**config.mk**
```make
export PLATFORM = sky130hd
export DESIGN_NAME = prt_timer
export DESIGN_NICKNAME = d
export VERILOG_FILES = /design/src/rtl/prt_pkg.sv /design/src/rtl/prt_datapath.sv /design/src/rtl/prt_ctrl.sv /design/src/rtl/prt_timer.sv
export SDC_FILE = /design/constraint.sdc
export NUM_CORES = 1
export LEC_CHECK = 0
export ABC_AREA = 0
export BUFFER_PORTS_ARGS = -buffer_cell sky130_fd_sc_hd__buf_2
export CAP_MARGIN = 20
export CORE_MARGIN = 1
export CORE_UTILIZATION = 59
export CTS_CLUSTER_DIAMETER = 40
export DETAILED_ROUTE_END_ITERATION = 8
export PLACE_DENSITY = 0.79
export SLEW_MARGIN = 10
export SYNTH_ARGS = -nofsm -noshare
export SYNTH_HDL_FRONTEND = slang
export SYNTH_SLANG_ARGS = --single-unit
```
**constraint.sdc**
```tcl
create_clock -name clk -period 3.2 [get_ports clk]
set_input_delay 0.48 -clock clk [delete_from_list [all_inputs] [get_ports clk]]
set_output_delay 0.48 -clock clk [all_outputs]
set_load 0.01 [all_outputs]
```
**src/rtl/prt_pkg.sv**
```systemverilog
package prt_pkg;

  typedef enum logic [1:0] {
    SRC_SYS = 2'd0,
    SRC_EVT = 2'd1,
    SRC_RTC = 2'd2,
    SRC_OFF = 2'd3
  } srcSel_t;

  localparam logic [1:0] RA_CTRL = 2'd0;
  localparam logic [1:0] RA_LO   = 2'd1;
  localparam logic [1:0] RA_HI   = 2'd2;
  localparam logic [1:0] RA_SRC  = 2'd3;

  localparam int CB_EN      = 0;
  localparam int CB_RESTART = 1;
  localparam int CB_PRE     = 2;
  localparam int CB_CONT    = 4;
  localparam int CB_OUTEN   = 5;
  localparam int CB_FLAG    = 7;

  typedef struct packed {
    logic       enable;
    logic       restart;
    logic       contMode;
    srcSel_t    src;
    logic [1:0] preSel;
  } dpCtl_t;

endpackage

```
**src/rtl/prt_datapath.sv**
```systemverilog
module prt_datapath
  import prt_pkg::*;
#(
  parameter int CNT_W = 16,
  parameter int PRE_W = 8
) (
  input  logic             clk,
  input  logic             rstN,
  input  dpCtl_t           ctl,
  input  logic [CNT_W-1:0] reloadVal,
  input  logic             eventIn,
  input  logic             rtcIn,
  output logic [CNT_W-1:0] count,
  output logic             hitZero
);

  localparam int EVT_STAGES = 4;

  logic [PRE_W-1:0]      preCnt;
  logic [PRE_W-1:0]      preMask;
  logic [EVT_STAGES-1:0] evtShift;
  logic                  evtTick;
  logic                  rtcCap, rtcPrev;
  logic                  sysTick, rtcFall, tick;
  logic [CNT_W-1:0]      countQ;

  // Prescaler mask: 2^(2*(sel+1)) - 1
  always_comb preMask = PRE_W'((1 << (2 * (int'(ctl.preSel) + 1))) - 1);

  always_ff @(posedge clk) begin
    if (!rstN)                                   preCnt <= '0;
    else if (ctl.restart)                        preCnt <= '0;
    else if (ctl.enable && ctl.src == SRC_SYS)   preCnt <= preCnt + 1'b1;
  end

  assign sysTick = ((preCnt & preMask) == preMask);

  // Event path: capture, two more stages, edge detect, registered pulse
  always_ff @(posedge clk) begin
    if (!rstN) begin
      evtShift <= '0;
      evtTick  <= 1'b0;
    end else begin
      evtShift <= {evtShift[EVT_STAGES-2:0], eventIn};
      evtTick  <= evtShift[EVT_STAGES-2] & ~evtShift[EVT_STAGES-1];
    end
  end

  // RTC path: single capture, fall seen one edge later
  always_ff @(posedge clk) begin
    if (!rstN) begin
      rtcCap  <= 1'b0;
      rtcPrev <= 1'b0;
    end else begin
      rtcCap  <= rtcIn;
      rtcPrev <= rtcCap;
    end
  end

  assign rtcFall = rtcPrev & ~rtcCap;

  always_comb begin
    unique case (ctl.src)
      SRC_SYS: tick = sysTick;
      SRC_EVT: tick = evtTick;
      SRC_RTC: tick = rtcFall;
      default: tick = 1'b0;
    endcase
    tick = tick & ctl.enable;
  end

  assign hitZero = tick && (countQ == CNT_W'(1)) && !ctl.restart;

  always_ff @(posedge clk) begin
    if (!rstN)                                             countQ <= '0;
    else if (ctl.restart)                                  countQ <= reloadVal;
    else if (ctl.enable && ctl.contMode && countQ == '0)   countQ <= reloadVal;
    else if (tick && countQ != '0)                         countQ <= countQ - 1'b1;
  end

  assign count = countQ;

  p_step_r2: assert property (@(posedge clk) disable iff (!rstN)
    (!ctl.restart && !(ctl.enable && ctl.contMode && count == '0))
      |=> (count == $past(count) || count == $past(count) - CNT_W'(1)));

  p_restart_load_r2: assert property (@(posedge clk) disable iff (!rstN)
    ctl.restart |=> count == $past(reloadVal));

  p_reload_r5: assert property (@(posedge clk) disable iff (!rstN)
    (ctl.enable && ctl.contMode && !ctl.restart && count == '0)
      |=> count == $past(reloadVal));

  p_src_off_r11: assert property (@(posedge clk) disable iff (!rstN)
    (ctl.src == SRC_OFF && !ctl.restart && count != '0) |=> $stable(count));

endmodule

```
**src/rtl/prt_ctrl.sv**
```systemverilog
module prt_ctrl
  import prt_pkg::*;
#(
  parameter int DATA_W = 8,
  localparam int CNT_W = 2 * DATA_W
) (
  input  logic              clk,
  input  logic              rstN,
  input  logic [1:0]        regSel,
  input  logic              wrEn,
  input  logic              rdEn,
  input  logic [DATA_W-1:0] wrData,
  input  logic [CNT_W-1:0]  count,
  input  logic              hitZero,
  output dpCtl_t            ctl,
  output logic [CNT_W-1:0]  reloadVal,
  output logic [DATA_W-1:0] rdData,
  output logic              irqOut,
  output logic              tmrOut
);

  logic             enReg, contReg, outEnReg, flagReg, togReg;
  logic [1:0]       preReg;
  srcSel_t          srcReg;
  logic [CNT_W-1:0] reloadReg;
  logic [DATA_W-1:0] hiHold;
  logic             wrCtrl, rdCtrl;

  assign wrCtrl = wrEn && regSel == RA_CTRL;
  assign rdCtrl = rdEn && regSel == RA_CTRL;

  always_ff @(posedge clk) begin
    if (!rstN) begin
      enReg     <= 1'b0;
      contReg   <= 1'b0;
      outEnReg  <= 1'b0;
      preReg    <= '0;
      srcReg    <= SRC_SYS;
      reloadReg <= '0;
    end else begin
      if (wrCtrl) begin
        enReg    <= wrData[CB_EN];
        contReg  <= wrData[CB_CONT];
        outEnReg <= wrData[CB_OUTEN];
        preReg   <= wrData[CB_PRE +: 2];
      end else if (hitZero && !contReg) begin
        enReg <= 1'b0;
      end
      if (wrEn && regSel == RA_LO)  reloadReg[DATA_W-1:0]     <= wrData;
      if (wrEn && regSel == RA_HI)  reloadReg[CNT_W-1:DATA_W] <= wrData;
      if (wrEn && regSel == RA_SRC) srcReg <= srcSel_t'(wrData[1:0]);
    end
  end

  always_ff @(posedge clk) begin
    if (!rstN) begin
      flagReg <= 1'b0;
      togReg  <= 1'b0;
      hiHold  <= '0;
    end else begin
      if (hitZero)     flagReg <= 1'b1;
      else if (rdCtrl) flagReg <= 1'b0;
      if (!outEnReg)   togReg  <= 1'b0;
      else if (hitZero) togReg <= ~togReg;
      if (rdEn && regSel == RA_LO) hiHold <= count[CNT_W-1:DATA_W];
    end
  end

  always_comb begin
    rdData = '0;
    unique case (regSel)
      RA_CTRL: begin
        rdData[CB_EN]       = enReg;
        rdData[CB_PRE +: 2] = preReg;
        rdData[CB_CONT]     = contReg;
        rdData[CB_OUTEN]    = outEnReg;
        rdData[CB_FLAG]     = flagReg;
      end
      RA_LO:   rdData = count[DATA_W-1:0];
      RA_HI:   rdData = hiHold;
      default: rdData[1:0] = srcReg;
    endcase
  end

  always_comb begin
    ctl.enable   = enReg;
    ctl.restart  = wrCtrl && wrData[CB_RESTART];
    ctl.contMode = contReg;
    ctl.src      = srcReg;
    ctl.preSel   = preReg;
  end

  assign reloadVal = reloadReg;
  assign irqOut    = flagReg;
  assign tmrOut    = togReg;

  p_irq_set_r3: assert property (@(posedge clk) disable iff (!rstN)
    hitZero |=> irqOut);

  p_irq_clear_r4: assert property (@(posedge clk) disable iff (!rstN)
    (rdCtrl && !hitZero) |=> !irqOut);

  p_oneshot_stop_r6: assert property (@(posedge clk) disable iff (!rstN)
    (hitZero && !contReg && !wrCtrl) |=> !ctl.enable);

  p_toggle_r9: assert property (@(posedge clk) disable iff (!rstN)
    (hitZero && outEnReg && !wrCtrl) |=> tmrOut != $past(tmrOut));

endmodule

```
**src/rtl/prt_timer.sv**
```systemverilog
module prt_timer
  import prt_pkg::*;
#(
  parameter int DATA_W = 8,
  parameter int PRE_W  = 8
) (
  input  logic              clk,
  input  logic              rstN,
  input  logic [1:0]        regSel,
  input  logic              wrEn,
  input  logic              rdEn,
  input  logic [DATA_W-1:0] wrData,
  output logic [DATA_W-1:0] rdData,
  input  logic              eventIn,
  input  logic              rtcIn,
  output logic              irqOut,
  output logic              tmrOut
);

  localparam int CNT_W = 2 * DATA_W;

  dpCtl_t           ctl;
  logic [CNT_W-1:0] reloadVal, count;
  logic             hitZero;

  prt_ctrl #(.DATA_W(DATA_W)) i_ctrl (
    .clk(clk), .rstN(rstN), .regSel(regSel), .wrEn(wrEn), .rdEn(rdEn),
    .wrData(wrData), .count(count), .hitZero(hitZero), .ctl(ctl),
    .reloadVal(reloadVal), .rdData(rdData), .irqOut(irqOut), .tmrOut(tmrOut)
  );

  prt_datapath #(.CNT_W(CNT_W), .PRE_W(PRE_W)) i_datapath (
    .clk(clk), .rstN(rstN), .ctl(ctl), .reloadVal(reloadVal),
    .eventIn(eventIn), .rtcIn(rtcIn), .count(count), .hitZero(hitZero)
  );

endmodule

```
==> metrics.txt <==
# TYPE chip_impl_metric gauge
chip_impl_metric{name="die_y",unit="um"} 74.8
chip_impl_info{name="netlist_top_cells_area",value="sky130_fd_sc_hd__dfxtp_1, sky130_fd_sc_hd__nand2_1, sky130_fd_sc_hd__nand3_1"} 1
chip_impl_metric{name="yosys.area_share.xor_xnor",unit="%"} 4.21
chip_impl_metric{name="row_count",unit=""} 26
chip_impl_metric{name="ff2ff_setup_slack",unit="ps"} 750
chip_impl_metric{name="clk_latency",unit="ps"} 340
chip_impl_metric{name="layout_worst_path_cycle_share",unit="%"} 76.5
chip_impl_metric{name="postSynthAreaPerCell",unit="um2"} 8.24
chip_impl_metric{name="maxClockFrequency",unit="MHz"} 409
chip_impl_info{name="hold_class",value="input port to flop"} 1
chip_impl_metric{name="synth_area_in_compound_gates",unit="%"} 16.7
chip_impl_metric{name="cts_post_setup_buffers_inserted",unit=""} 0
chip_impl_metric{name="layout-area-overhead-vs-synth",unit="%"} 11.3
chip_impl_metric{name="seq_power_share",unit="%"} 49.0
chip_impl_metric{name="avgViaCountPerCell",unit=""} 5.99
chip_impl_metric{name="avgRoutedWirePerCell",unit="um"} 16.1
chip_impl_info{name="synth_top_family_by_area",value="simple AND/OR/NAND/NOR gates"} 1
chip_impl_metric{name="worstPathRequired",unit="ps"} 3430
chip_impl_info{name="hp-start",value="eventIn"} 1
chip_impl_metric{name="diodes",unit=""} 0
chip_impl_metric{name="whs_path_depth",unit=""} 2
chip_impl_info{name="buffer_cell_driving_the_clock_tree_root",value="sky130_fd_sc_hd__clkbuf_8"} 1
chip_impl_metric{name="multiInputGateArea",unit="mm2"} 0.00172
chip_impl_metric{name="clock_sink_count",unit=""} 64
chip_impl_metric{name="synth_enable_flop_cells",unit=""} 0
chip_impl_metric{name="final-max-slew-violation-count",unit=""} 0
chip_impl_metric{name="postSynthNetCount",unit=""} 404
chip_impl_metric{name="grt_max_degree",unit=""} 29
chip_impl_metric{name="clk_pin_slew",unit="ps"} 70
chip_impl_metric{name="initial_antenna_violation_count",unit=""} 0
chip_impl_info{name="capturing_point_of_the_worst_reg2reg_path",value="i_datapath.count[7]"} 1
chip_impl_metric{name="yosysSeqAreaShare",unit="%"} 41.0
chip_impl_metric{name="final_area",unit="mm2"} 0.00348
chip_impl_metric{name="setup-tns-final",unit="ps"} 0
chip_impl_metric{name="post_synth_and_or_nand_nor_area_fraction",unit="%"} 29.8
chip_impl_metric{name="cts-resized-gates",unit=""} 0
chip_impl_metric{name="reg2regPathDepth",unit=""} 8
chip_impl_metric{name="sequential_cell_area",unit="mm2"} 0.00128
chip_impl_metric{name="fp.dieW",unit="um"} 74.8
chip_impl_metric{name="place_area",unit="mm2"} 0.00328
chip_impl_metric{name="setup_viol_count_final",unit=""} 0
chip_impl_metric{name="timing.critical_path.arrival",unit="ps"} 2670
chip_impl_info{name="mostFrequentLayoutCell",value="sky130_fd_sc_hd__dfxtp_1"} 1
chip_impl_metric{name="drt_first_pass_iters",unit=""} 5
chip_impl_metric{name="synth_mux_area_share",unit="%"} 0.641
chip_impl_metric{name="place.gp.congestion",unit=""} 0.930
chip_impl_metric{name="wirelength",unit="um"} 7600
chip_impl_info{name="grt_setup_unrepaired",value="no"} 1
chip_impl_info{name="critPathCaptureType",value="flop"} 1
chip_impl_metric{name="postSynthCellCount",unit=""} 379
chip_impl_metric{name="fp.dieArea",unit="mm2"} 0.00559
chip_impl_metric{name="portion_of_total_power_attributed_to_combinational_logic",unit="%"} 10.5
chip_impl_info{name="layout.cells.most_common_list",value="sky130_fd_sc_hd__dfxtp_1, sky130_fd_sc_hd__nand2_1, sky130_fd_sc_hd__nand3_1, sky130_fd_sc_hd__a21oi_1, sky130_fd_sc_hd__buf_2"} 1
chip_impl_metric{name="yosysWarnings",unit=""} 0
chip_impl_metric{name="synth_area",unit="mm2"} 0.00312
chip_impl_metric{name="htree_levels",unit=""} 3
chip_impl_metric{name="relSlewSlack",unit="%"} 58.3
chip_impl_info{name="postSynth.topFlopCell",value="sky130_fd_sc_hd__dfxtp_1"} 1
chip_impl_info{name="tritoncts",value="yes"} 1
chip_impl_metric{name="max_cap_violations",unit=""} 0
chip_impl_info{name="timing.hold.worst_endpoint",value="i_datapath.evtShift[0]"} 1
chip_impl_metric{name="grt_use_total",unit="%"} 29.4
chip_impl_metric{name="finClkSkew",unit="ps"} 4.86
chip_impl_metric{name="power.internal",unit="W"} 0.00127
chip_impl_metric{name="initial_core_utilization",unit="%"} 61.1
chip_impl_metric{name="yosysTopAreaCellShare",unit="%"} 41.0
chip_impl_metric{name="ys_async_sr_fraction",unit="%"} 0
chip_impl_metric{name="total_leakage_power",unit="nW"} 1.35
chip_impl_metric{name="finalHoldViolations",unit=""} 0
chip_impl_metric{name="detail_route.drc_violations",unit=""} 0
chip_impl_metric{name="port_buffers",unit=""} 25
chip_impl_metric{name="yosys_cell_types",unit=""} 52
chip_impl_metric{name="crit_path_max_fanout",unit=""} 8
chip_impl_metric{name="netSwitchingFraction",unit="%"} 25.3
chip_impl_info{name="library_cell_occupying_the_most_area_in_the_post_synthesis_netlist",value="sky130_fd_sc_hd__dfxtp_1"} 1
chip_impl_metric{name="gr_ovfl_total",unit=""} 0
chip_impl_metric{name="tritoncts.num_buffers",unit=""} 9
chip_impl_metric{name="tightestPinTransition",unit="ps"} 625
chip_impl_info{name="setup.worst_path.start_class",value="flop"} 1
chip_impl_info{name="outcome",value="finished, final reports clean"} 1
chip_impl_metric{name="vias_in_the_first_global_route",unit=""} 2460
chip_impl_info{name="timing.setup.critical_path_class",value="flop to flop"} 1
chip_impl_metric{name="cts_hold_buf",unit=""} 0
chip_impl_metric{name="detailed_place_hpwl",unit="um"} 5380
chip_impl_metric{name="cellPowerDensity",unit="mW/mm2"} 490
chip_impl_metric{name="num_io_pins",unit=""} 26
chip_impl_metric{name="power.share.clock",unit="%"} 40.5
chip_impl_metric{name="ys_seq_elements",unit=""} 64
chip_impl_metric{name="dr_total_vias",unit=""} 2819
chip_impl_metric{name="switching_pwr",unit="W"} 0.000431
chip_impl_metric{name="number_of_fill_cells_in_the_layout",unit=""} 456
chip_impl_metric{name="finish.net_count",unit=""} 423
chip_impl_metric{name="post_route_cells_drive_above_1_share",unit="%"} 14.5
chip_impl_metric{name="final.min_clock_period",unit="ps"} 2450
chip_impl_metric{name="synth_adder_area_share",unit="%"} 3.61
chip_impl_metric{name="clk_path_buf_depth",unit=""} 2
chip_impl_metric{name="ir_worst_vdd",unit="uV"} 286
chip_impl_metric{name="post-route-util",unit="%"} 68.1
chip_impl_metric{name="design.core.area",unit="mm2"} 0.00511
chip_impl_info{name="crit-reg2reg-launch",value="i_datapath.count[1]"} 1
chip_impl_metric{name="ant_nets",unit=""} 0
chip_impl_metric{name="grt_pass1_wl",unit="um"} 12200
chip_impl_metric{name="drt-initial-drc-count",unit=""} 282
through the flow:
stage | hold slack [ps] | cells | total power [W] | setup slack [ps]
6_report | 353 | 471 | 0.00170 | 752
5_1_grt | 355 | 471 | 0.00177 | 559
4_1_cts | 335 | 471 | 0.00171 | 816
3_5_place_dp | 387 | 457 | 0.00103 | 565
2_1_floorplan | 367 | 379 | 0.000976 | 934
3_3_place_gp | 371 | 457 | 0.00102 | 671
state kept, by name, summed over array words and instances, names as in the netlist, 2 cells and up:
register / count
i_datapath.preCnt: 8
i_ctrl.hiHold: 8
i_datapath.count: 16
i_datapath.evtShift: 4
i_ctrl.srcReg: 2
i_ctrl.preReg: 2
i_ctrl.reloadVal: 16
area by class of cell:
type / count / share of cell area (%)
well taps: 70 / 2.52
multi-input cells: 285 / 49.4
clock buffers: 11 / 4.35
clock inverters: 3 / 1.22
inverters: 7 / 0.756
repair buffers: 31 / 4.89
flip-flops and latches: 64 / 36.8
worst max-delay path by stage:
stage,to,slack (ps),start,depth (start not counted)
finish,i_datapath.count[7],750,i_datapath.count[1],8
global route,i_datapath.count[4],560,i_datapath.count[0],7
CTS,i_datapath.count[7],820,i_datapath.count[1],8
detailed placement,i_datapath.count[7],560,regSel[0],8
global placement,i_datapath.count[11],670,regSel[0],8
floorplan,i_datapath.count[6],930,i_ctrl.preReg[0],8
synth_stat cells, types with 2 or more instances:
cell / instances
sky130_fd_sc_hd__mux2i_1: 2
sky130_fd_sc_hd__and2_1: 6
sky130_fd_sc_hd__nand4_1: 4
sky130_fd_sc_hd__xor2_1: 9
sky130_fd_sc_hd__nor2b_1: 4
sky130_fd_sc_hd__a211oi_1: 2
sky130_fd_sc_hd__buf_2: 3
sky130_fd_sc_hd__clkbuf_1: 18
sky130_fd_sc_hd__nand3b_1: 3
sky130_fd_sc_hd__nand2_1: 57
sky130_fd_sc_hd__nor4_1: 4
sky130_fd_sc_hd__a31oi_1: 4
sky130_fd_sc_hd__dfxtp_1: 64
sky130_fd_sc_hd__o211a_1: 3
sky130_fd_sc_hd__a21oi_1: 38
sky130_fd_sc_hd__xnor2_1: 6
sky130_fd_sc_hd__ha_1: 9
sky130_fd_sc_hd__nor3_2: 2
sky130_fd_sc_hd__nor4_4: 2
sky130_fd_sc_hd__nor2_1: 22
sky130_fd_sc_hd__nor3_1: 8
sky130_fd_sc_hd__a22oi_1: 2
sky130_fd_sc_hd__nand4b_1: 2
sky130_fd_sc_hd__o21ai_0: 5
sky130_fd_sc_hd__o21ai_1: 7
sky130_fd_sc_hd__a222oi_1: 6
sky130_fd_sc_hd__nand3_1: 41
sky130_fd_sc_hd__o21a_1: 6
sky130_fd_sc_hd__a21boi_0: 2
sky130_fd_sc_hd__nor4_2: 2
sky130_fd_sc_hd__nand2b_1: 2
sky130_fd_sc_hd__nor3b_2: 2
sky130_fd_sc_hd__nor3b_1: 2
sky130_fd_sc_hd__inv_1: 6
sky130_fd_sc_hd__o211ai_1: 3
sky130_fd_sc_hd__and3_1: 5
power by group through the flow:
| stage | clock (W) | combinational [W] | sequential [W] |
|---|---|---|---|
| 2_1_floorplan | 0 | 0.000131 | 0.000845 |
| 3_3_place_gp | 0 | 0.000174 | 0.000851 |
| 3_5_place_dp | 0 | 0.000176 | 0.000852 |
| 4_1_cts | 0.000703 | 0.000177 | 0.000834 |
| 5_1_grt | 0.000735 | 0.000198 | 0.000837 |
| 6_report | 0.000691 | 0.000179 | 0.000835 |
routing by layer:
layer / vias to the layer above / wire, um / GRT usage, %
li1: 1388 / - / -
met1: 1311 / 3610 / 41.9
met2: 108 / 3340 / 42.8
met3: 12 / 543 / 7.50
met4: 0 / 109 / 10.9
met5: - / 0 / 0
worst max-delay path: stages (launching register included):
cell                       delay [ps]
sky130_fd_sc_hd__dfxtp_1          370
sky130_fd_sc_hd__inv_1            110
sky130_fd_sc_hd__ha_1             170
sky130_fd_sc_hd__nor3b_1          370
sky130_fd_sc_hd__nand4_1          330
sky130_fd_sc_hd__nor3b_2          260
sky130_fd_sc_hd__buf_4            170
sky130_fd_sc_hd__nand2b_1         270
sky130_fd_sc_hd__o211a_1          290
cells by family after synthesis:
| logic type | Yosys count |
|---|---|
| AND/OR/NAND/NOR | 176 |
| AO/OA/AOI/OAI | 83 |
| flip-flops | 64 |
| buffers and inverters | 30 |
| XOR/XNOR | 15 |
| adder cells (fa/ha/maj) | 9 |
| multiplexers | 2 |
(Power assumes the default switching activity.)
